[src/rtl/exc_sel_pkg.sv]
package exc_sel_pkg;

  // Number of synchronous fault sources, indexed by priority rank (0 = most urgent)
  localparam int unsigned NUM_EXC = 9;

  typedef enum logic [3:0] {
    RANK_FETCH_ACCESS = 4'd0,
    RANK_FETCH_PARITY = 4'd1,
    RANK_FETCH_BUS    = 4'd2,
    RANK_ILLEGAL      = 4'd3,
    RANK_ECALL_U      = 4'd4,
    RANK_ECALL_M      = 4'd5,
    RANK_EBREAK       = 4'd6,
    RANK_STORE        = 4'd7,
    RANK_LOAD         = 4'd8
  } exc_rank_e;

  // Ranks that belong to the fetch stage and need an execution attempt
  localparam logic [NUM_EXC-1:0] FETCH_SIDE_MASK = 9'b0_0000_0111;

  localparam int unsigned CODE_W = 5;

  function automatic logic [CODE_W-1:0] rank_to_code(input int unsigned rank);
    logic [CODE_W-1:0] code;
    case (rank)
      RANK_FETCH_ACCESS: code = 5'd1;
      RANK_FETCH_PARITY: code = 5'd25;
      RANK_FETCH_BUS:    code = 5'd24;
      RANK_ILLEGAL:      code = 5'd2;
      RANK_ECALL_U:      code = 5'd8;
      RANK_ECALL_M:      code = 5'd11;
      RANK_EBREAK:       code = 5'd3;
      RANK_STORE:        code = 5'd7;
      RANK_LOAD:         code = 5'd5;
      default:           code = '0;
    endcase
    return code;
  endfunction

endpackage

[src/rtl/exc_fetch_gate.sv]
module exc_fetch_gate #(
  parameter int unsigned              N    = 9,
  parameter logic [N-1:0]             MASK = '0
) (
  input  logic         exec_attempt,
  input  logic [N-1:0] raw_flags,
  output logic [N-1:0] qual_flags
);

  for (genvar g = 0; g < N; g++) begin : g_bit
    if (MASK[g]) begin : g_fetch
      assign qual_flags[g] = raw_flags[g] & exec_attempt;
    end else begin : g_pass
      assign qual_flags[g] = raw_flags[g];
    end
  end

endmodule

[src/rtl/exc_prio_pick.sv]
module exc_prio_pick #(
  parameter int unsigned N = 9
) (
  input  logic [N-1:0] req,
  output logic [N-1:0] grant
);

  // Lowest index wins; a running "already taken" bit blocks later ranks
  always_comb begin
    logic taken;
    taken = 1'b0;
    for (int unsigned i = 0; i < N; i++) begin
      grant[i] = req[i] & ~taken;
      taken    = taken | req[i];
    end
  end

endmodule

[src/rtl/exc_cause_enc.sv]
module exc_cause_enc
  import exc_sel_pkg::*;
#(
  parameter int unsigned N       = NUM_EXC,
  parameter int unsigned CAUSE_W = 32
) (
  input  logic [N-1:0]       onehot,
  output logic [CAUSE_W-1:0] cause
);

  localparam int unsigned PAD_W = CAUSE_W - CODE_W;

  logic [CODE_W-1:0] term [N];

  for (genvar g = 0; g < N; g++) begin : g_term
    assign term[g] = onehot[g] ? rank_to_code(g) : '0;
  end

  logic [CODE_W-1:0] code_or;
  always_comb begin
    code_or = '0;
    for (int unsigned i = 0; i < N; i++) begin
      code_or = code_or | term[i];
    end
  end

  // Upper bits, including the interrupt marker, stay zero for synchronous faults
  assign cause = {{PAD_W{1'b0}}, code_or};

endmodule

[src/rtl/exc_cause_sel.sv]
module exc_cause_sel
  import exc_sel_pkg::*;
#(
  parameter int unsigned CAUSE_W = 32
) (
  input  logic               i_exec_attempt,
  input  logic               i_fetch_access_fault,
  input  logic               i_fetch_parity_fault,
  input  logic               i_fetch_bus_fault,
  input  logic               i_illegal_instr,
  input  logic               i_ecall_user,
  input  logic               i_ecall_mach,
  input  logic               i_ebreak,
  input  logic               i_store_access_fault,
  input  logic               i_load_access_fault,
  output logic               o_trap_valid,
  output logic [CAUSE_W-1:0] o_trap_cause,
  output logic [NUM_EXC-1:0] o_trap_onehot
);

  logic [NUM_EXC-1:0] raw_flags;
  logic [NUM_EXC-1:0] qual_flags;
  logic [NUM_EXC-1:0] grant;

  // Pack the flags by priority rank
  always_comb begin
    raw_flags                    = '0;
    raw_flags[RANK_FETCH_ACCESS] = i_fetch_access_fault;
    raw_flags[RANK_FETCH_PARITY] = i_fetch_parity_fault;
    raw_flags[RANK_FETCH_BUS]    = i_fetch_bus_fault;
    raw_flags[RANK_ILLEGAL]      = i_illegal_instr;
    raw_flags[RANK_ECALL_U]      = i_ecall_user;
    raw_flags[RANK_ECALL_M]      = i_ecall_mach;
    raw_flags[RANK_EBREAK]       = i_ebreak;
    raw_flags[RANK_STORE]        = i_store_access_fault;
    raw_flags[RANK_LOAD]         = i_load_access_fault;
  end

  exc_fetch_gate #(
    .N    (NUM_EXC),
    .MASK (FETCH_SIDE_MASK)
  ) i_gate (
    .exec_attempt (i_exec_attempt),
    .raw_flags    (raw_flags),
    .qual_flags   (qual_flags)
  );

  exc_prio_pick #(
    .N (NUM_EXC)
  ) i_pick (
    .req   (qual_flags),
    .grant (grant)
  );

  exc_cause_enc #(
    .N       (NUM_EXC),
    .CAUSE_W (CAUSE_W)
  ) i_enc (
    .onehot (grant),
    .cause  (o_trap_cause)
  );

  assign o_trap_onehot = grant;
  assign o_trap_valid  = |grant;

endmodule

[config.mk]
export PLATFORM = sky130hd
export DESIGN_NAME = exc_cause_sel
export DESIGN_NICKNAME = d
export VERILOG_FILES = /design/src/rtl/exc_sel_pkg.sv /design/src/rtl/exc_fetch_gate.sv /design/src/rtl/exc_prio_pick.sv /design/src/rtl/exc_cause_enc.sv /design/src/rtl/exc_cause_sel.sv
export SDC_FILE = /design/constraint.sdc
export NUM_CORES = 1
export LEC_CHECK = 0
export BUFFER_PORTS_ARGS = -buffer_cell sky130_fd_sc_hd__buf_4
export CAP_MARGIN = 20
export CORE_AREA = 8 8 45 47
export DETAILED_ROUTE_END_ITERATION = 8
export DIE_AREA = 0 0 53 55
export PLACE_DENSITY = 0.91
export SETUP_SLACK_MARGIN = 0.1
export SLEW_MARGIN = 20
export SYNTH_ARGS = -nofsm -noshare
export SYNTH_HDL_FRONTEND = slang
export SYNTH_HIERARCHICAL = 1
export SYNTH_SLANG_ARGS = --single-unit
[constraint.sdc]
create_clock -name vclk -period 4.3
set_clock_uncertainty 0.05 [all_clocks]
set_input_delay 0.86 -clock vclk [all_inputs]
set_output_delay 0.86 -clock vclk [all_outputs]
set_load 0.03 [all_outputs]
==> results of run 1 <==
worst min-delay path by stage:
stage	to	cells after the start	slack (ns)
finish	o_trap_onehot[6]	3	2.00
global route	o_trap_onehot[6]	3	2.01
CTS	o_trap_onehot[6]	3	2.00
detailed placement	o_trap_onehot[6]	3	2.00
global placement	o_trap_onehot[6]	3	1.99
floorplan	o_trap_onehot[6]	2	1.86
cells by family (layout without fill, tap and decap cells):
kind of cell  count (synthesis)  count (layout)  synth area share [%]
buf+inv                      34              25                  58.8
simple gates                 27              27                  40.3
other cells                   1              27                 0.864
power breakdown:
group	internal, mW	switching, mW	total [mW]
logic	0.0228	0.0625	0.0853
registers	0	0	0
clock network	0	0	0
total	0.0228	0.0625	0.0853
worst max-delay path, stage by stage:
cell	delay, ns
sky130_fd_sc_hd__buf_4	0.10
sky130_fd_sc_hd__and2_1	0.23
sky130_fd_sc_hd__or4_4	0.56
sky130_fd_sc_hd__nor4_1	0.53
sky130_fd_sc_hd__nor4_1	0.09
sky130_fd_sc_hd__nand3_1	0.12
sky130_fd_sc_hd__buf_4	0.16
Yosys cell counts (all sizes together):
master and number:
and2 4, and3 1, buf 34, conb 1, nand2 2, nand3 1
nor2 3, nor2b 1, nor3 2, nor3b 2, nor4 4, nor4b 2
or2 2, or3b 1, or4 2
layer usage:
layer,vias up,wire (um),track usage (%)
met1,165,380,5.28
met5,-,0,0
met2,27,611,12.7
met4,0,0,0
met3,0,173,1.87
li1,182,-,-
stage by stage:
step,instance area (um2),hold WS [ns],cells,utilization (%),worst slack [ns]
finish,484,2.00,95,35.0,0.733
global route,484,2.01,95,35.0,0.635
CTS,484,2.00,95,35.0,0.765
detailed placement,484,2.00,95,35.0,0.765
global placement,484,1.99,95,35.0,0.854
floorplan,532,1.86,88,-,0.250
layout make-up:
cell class / instances / area share, %
Multi-Input combinational cell: 54 / 57.1
Tap cell: 16 / 4.13
Timing Repair Buffer: 25 / 38.8
==> out/metrics.json, run 1 <==
{
  "netlist_instances": {"value": 62},
  "setup.worst_path.start": {"value": "i_fetch_access_fault"},
  "max_freq": {"value": 280, "unit": "MHz"},
  "p_leak": {"value": 0.282, "unit": "nW"},
  "hold_start": {"value": "i_ecall_mach"},
  "drv.max_cap_violation_count": {"value": 0},
  "commonest_non_fill_non_tap_cells_in_the_layout": {"value": "sky130_fd_sc_hd__conb_1 (27), sky130_fd_sc_hd__buf_4 (25), sky130_fd_sc_hd__nor4_1 (4), sky130_fd_sc_hd__and2_1 (4), sky130_fd_sc_hd__nor2_1 (3)"},
  "core_area": {"value": 1380, "unit": "um2"},
  "start_kind": {"value": "primary input"},
  "drc_errors": {"value": 0},
  "place_hpwl": {"value": 1080, "unit": "um"},
  "timing.setup.critical_path_class": {"value": "in2out"},
  "grt_antenna_before_repair": {"value": 0},
  "totalNegativeSetupSlack": {"value": 0, "unit": "ns"},
  "post_synth.cell_area_avg": {"value": 7.00, "unit": "um2"},
  "cts-hold-fix-buffers": {"value": 0},
  "relSlewSlack": {"value": 60.3, "unit": "%"},
  "totalWireLength": {"value": 1170, "unit": "um"},
  "worst_ep_required_time": {"value": 3.39, "unit": "ns"},
  "grt_pass1_vias": {"value": 325},
  "powerDensity": {"value": 176, "unit": "nW/um2"},
  "port-buffer-count": {"value": 25},
  "antennaDiodeCount": {"value": 0},
  "status": {"value": "finished, final reports clean"},
  "die_area": {"value": 2920, "unit": "um2"},
  "design.seq.count": {"value": 0},
  "floorplan.initialDensity": {"value": 31.4, "unit": "%"},
  "crit_fanout": {"value": 8},
  "cell_area_synth": {"value": 434, "unit": "um2"},
  "dr.pass1.iters": {"value": 3},
  "area_used_by_multi_input_combinational_logic": {"value": 277, "unit": "um2"},
  "dr_total_vias": {"value": 374},
  "report.final.setup_viol": {"value": 0},
  "gpl.final_weighted_congestion": {"value": 0.849},
  "routedWlPerCell": {"value": 12.3, "unit": "um"},
  "worst_ep_arrival_time": {"value": 2.66, "unit": "ns"},
  "grt_pass1_wl": {"value": 1410, "unit": "um"},
  "rsz0062_at_grt": {"value": "false"},
  "final-hold-violation-count": {"value": 0},
  "ys_types": {"value": 17},
  "cts.repair.resized": {"value": 0},
  "class_of_the_tightest_hold_or_removal_check": {"value": "in2out"},
  "synth_top_area_share": {"value": 58.8, "unit": "%"},
  "seq_area": {"value": 0, "unit": "um2"},
  "maxSlewViolCount": {"value": 0},
  "groute.usage.overall": {"value": 5.83, "unit": "%"},
  "post_cts.repair.setup_buffers": {"value": 0},
  "overflow": {"value": 0},
  "postRouteAntennaNets": {"value": 0},
  "min_period": {"value": 3.57, "unit": "ns"},
  "vias_per_cell": {"value": 3.94},
  "synth_seq_area_share": {"value": 0, "unit": "%"},
  "areaGrowthSynthToFinish": {"value": 11.5, "unit": "%"},
  "synth_top_cells_by_area": {"value": "sky130_fd_sc_hd__buf_4 (59%), sky130_fd_sc_hd__and2_1 (5.8%), sky130_fd_sc_hd__nor4_1 (5.8%), sky130_fd_sc_hd__nor3b_1 (3.5%), sky130_fd_sc_hd__nor4b_2 (3.5%)"},
  "worstSetupEndpointType": {"value": "primary output"},
  "placement_rows": {"value": 14},
  "die_w": {"value": 53, "unit": "um"},
  "synth_warnings": {"value": 6},
  "synth_top_cell_by_area": {"value": "sky130_fd_sc_hd__buf_4"},
  "worst_slew_pin_slew": {"value": 0.590, "unit": "ns"},
  "fin_total_pwr": {"value": 0.0853, "unit": "mW"},
  "die_height": {"value": 55, "unit": "um"},
  "critPathCapture": {"value": "o_trap_valid"},
  "vdd_ir_drop_max": {"value": 52.1, "unit": "uV"},
  "n_clock_buffer": {"value": 0},
  "final.fill_count": {"value": 165},
  "post_route_cells_drive_above_1_share": {"value": 38.0, "unit": "%"},
  "number_of_placed_i_o_pins": {"value": 52},
  "timing.final.crit_share": {"value": 83.0, "unit": "%"},
  "drt_iter0_drc": {"value": 4},
  "grt_start_max_net_pins": {"value": 9},
  "num-nets-final": {"value": 91},
  "mostFrequentLayoutCell": {"value": "sky130_fd_sc_hd__conb_1"}
}
No activity file was read; power rests on OpenSTA's default activity.
==> inputs of run 2 (changes only) <==
clock period = 3.56 ns   (was 4.3 ns; I/O delays follow)
==> run 2 against run 1 <==
Net effect: non-clock buffer count is the same; first-iteration DRC count shrank 50%; cell count is the same; sequential share of layout area is the same; sequential cell count is the same; final area grew 2.3%; clock-buffer cell count is the same; via count shrank 4.5%; power grew 22%; critical endpoint unchanged.
==> out/metrics.json, run 2 (synthesis gave the netlist of run 1 again) <==
{
  "areaGrowthSynthToFinish": {"value": 14.1, "unit": "%"},
  "vias_per_cell": {"value": 3.76, "change": "-4.5%"},
  "placement_rows": {"value": 14, "change": "unchanged"},
  "vdd_ir_drop_max": {"value": 65.5, "unit": "uV", "change": "+26%"},
  "seq_area": {"value": 0, "unit": "um2", "change": "unchanged"},
  "fin_cells": {"value": 95, "change": "unchanged"},
  "report.final.setup_viol": {"value": 0, "change": "unchanged"},
  "floorplan.initialDensity": {"value": 31.4, "unit": "%", "change": "unchanged"},
  "worstSetupEndpointType": {"value": "primary output"},
  "dr.pass1.iters": {"value": 2, "change": "-1"},
  "die_w": {"value": 53, "unit": "um", "change": "unchanged"},
  "drt_iter0_drc": {"value": 2, "change": "-2"},
  "crit_fanout": {"value": 8, "change": "unchanged"},
  "timing.setup.critical_path_class": {"value": "in2out"},
  "timing.final.crit_share": {"value": 88.5, "unit": "%"},
  "worst_ep_required_time": {"value": 2.80, "unit": "ns", "change": "-0.59 ns"},
  "post_cts.repair.setup_buffers": {"value": 0, "change": "unchanged"},
  "max_freq": {"value": 317, "unit": "MHz"},
  "p_leak": {"value": 0.284, "unit": "nW", "change": "+0.55%"},
  "place_hpwl": {"value": 1090, "unit": "um", "change": "+0.25%"},
  "gpl.final_weighted_congestion": {"value": 0.718, "change": "-15%"},
  "commonest_non_fill_non_tap_cells_in_the_layout": {"value": "sky130_fd_sc_hd__conb_1 (27), sky130_fd_sc_hd__buf_4 (25), sky130_fd_sc_hd__and2_1 (4), sky130_fd_sc_hd__nor2_1 (3), sky130_fd_sc_hd__nor4_1 (3)"},
  "grt_pass1_vias": {"value": 313, "change": "-3.7%"},
  "timing.critical_path.cells": {"value": "buf_4 -> and2_1 -> or4_4 -> nor4b_2 -> nor4_1 -> nand3_1 -> buf_4"},
  "antennaDiodeCount": {"value": 0, "change": "unchanged"},
  "core_area": {"value": 1380, "unit": "um2", "change": "unchanged"},
  "grt_antenna_before_repair": {"value": 0, "change": "unchanged"},
  "maxSlewViolCount": {"value": 0, "change": "unchanged"},
  "start_kind": {"value": "primary input"},
  "drv.max_cap_violation_count": {"value": 0, "change": "unchanged"},
  "cts.repair.resized": {"value": 0, "change": "unchanged"},
  "worst_path_max_delay_cell": {"value": "sky130_fd_sc_hd__or4_4"},
  "routedWlPerCell": {"value": 12.1, "unit": "um", "change": "-1.5%"},
  "cp_slowest_stage_delay": {"value": 0.57, "unit": "ns", "change": "about the same"},
  "final-hold-violation-count": {"value": 0, "change": "unchanged"},
  "groute.usage.overall": {"value": 6.16, "unit": "%", "change": "+0.33 points"},
  "totalNegativeSetupSlack": {"value": 0, "unit": "ns", "change": "unchanged"},
  "mostFrequentLayoutCell": {"value": "sky130_fd_sc_hd__conb_1"},
  "status": {"value": "finished, final reports clean"},
  "powerDensity": {"value": 210, "unit": "nW/um2", "change": "+19%"},
  "worst_ep_arrival_time": {"value": 2.39, "unit": "ns", "change": "-0.27 ns"},
  "die_area": {"value": 2920, "unit": "um2", "change": "unchanged"},
  "rsz0062_at_grt": {"value": "false"},
  "class_of_the_tightest_hold_or_removal_check": {"value": "in2out"},
  "relSlewSlack": {"value": 61.8, "unit": "%", "change": "+1.5 points"},
  "overflow": {"value": 0, "change": "unchanged"},
  "port-buffer-count": {"value": 25, "change": "unchanged"},
  "min_period": {"value": 3.15, "unit": "ns"},
  "die_height": {"value": 55, "unit": "um", "change": "unchanged"},
  "cts-hold-fix-buffers": {"value": 0, "change": "unchanged"},
  "number_of_placed_i_o_pins": {"value": 52, "change": "unchanged"},
  "postRouteAntennaNets": {"value": 0, "change": "unchanged"},
  "design.seq.count": {"value": 0, "change": "unchanged"},
  "cp_common_cell": {"value": "sky130_fd_sc_hd__buf_4"},
  "num-nets-final": {"value": 91, "change": "unchanged"},
  "dr_total_vias": {"value": 357, "change": "-4.5%"},
  "n_clock_buffer": {"value": 0, "change": "unchanged"},
  "drc_errors": {"value": 0, "change": "unchanged"},
  "post_route_cells_drive_above_1_share": {"value": 40.5, "unit": "%", "change": "+2.5 points"},
  "worst_slew_pin_slew": {"value": 0.565, "unit": "ns", "change": "-0.0250 ns"},
  "grt_start_max_net_pins": {"value": 9, "change": "unchanged"},
  "totalWireLength": {"value": 1150, "unit": "um", "change": "-1.5%"},
  "placed_cells_incl_taps": {"value": 95, "change": "unchanged"},
  "grt_pass1_wl": {"value": 1460, "unit": "um", "change": "+3.9%"}
}
## run 2: cell counts in the layout (fill, tap and decap cells not counted)
No cell type changed its count.
## run 2: per-layer routing
layer | share of wire (%) | GRT usage (%) | up-vias
met5 | 0 | 0 | -
met4 | 0 | 0 | 0
met3 | 17 | 2.41 | 0
met2 | 53 | 12.1 | 25
met1 | 30 | 6.33 | 149
li1 | - | - | 183
## run 2: worst paths after layout
kind / start / to / slack [ns] / depth (start not counted)
worst min-delay path: i_ecall_mach / o_trap_onehot[8] / 1.70 / 3
worst max-delay path: i_fetch_access_fault / o_trap_valid / 0.41 / 7
## run 2: critical path, delay by kind of cell
family	cells	cell delay, ns
AND/OR/NAND/NOR	5	1.40
buffers and inverters	2	0.26
## run 2: through the flow
| stage | hold slack (ns) | cell area, um2 | power (mW) | setup WS (ns) | util (%) |
|---|---|---|---|---|---|
| 3_5_place_dp | 1.70 | 495 | 0.103 | 0.400 | 35.8 |
| 6_report | 1.70 | 495 | 0.104 | 0.410 | 35.8 |
| 4_1_cts | 1.70 | 495 | 0.103 | 0.398 | 35.8 |
| 5_1_grt | 1.73 | 495 | 0.110 | 0.300 | 35.8 |
| 3_3_place_gp | 1.70 | 495 | 0.102 | 0.452 | 35.8 |
| 2_1_floorplan | 1.57 | 543 | 0.104 | 0.172 | - |
## run 2: cell type report
| type | count | area (um2) |
|---|---|---|
| fill | 164 | 888 |
| multi-input combinational | 54 | 288 |
| tap | 16 | 20.0 |
| timing repair buffer | 25 | 188 |
## run 2: report_power, final
group	switching [mW]	total [mW]	internal, mW
combinational	0.0763	0.104	0.0277
clock	0	0	0
sequential	0	0	0
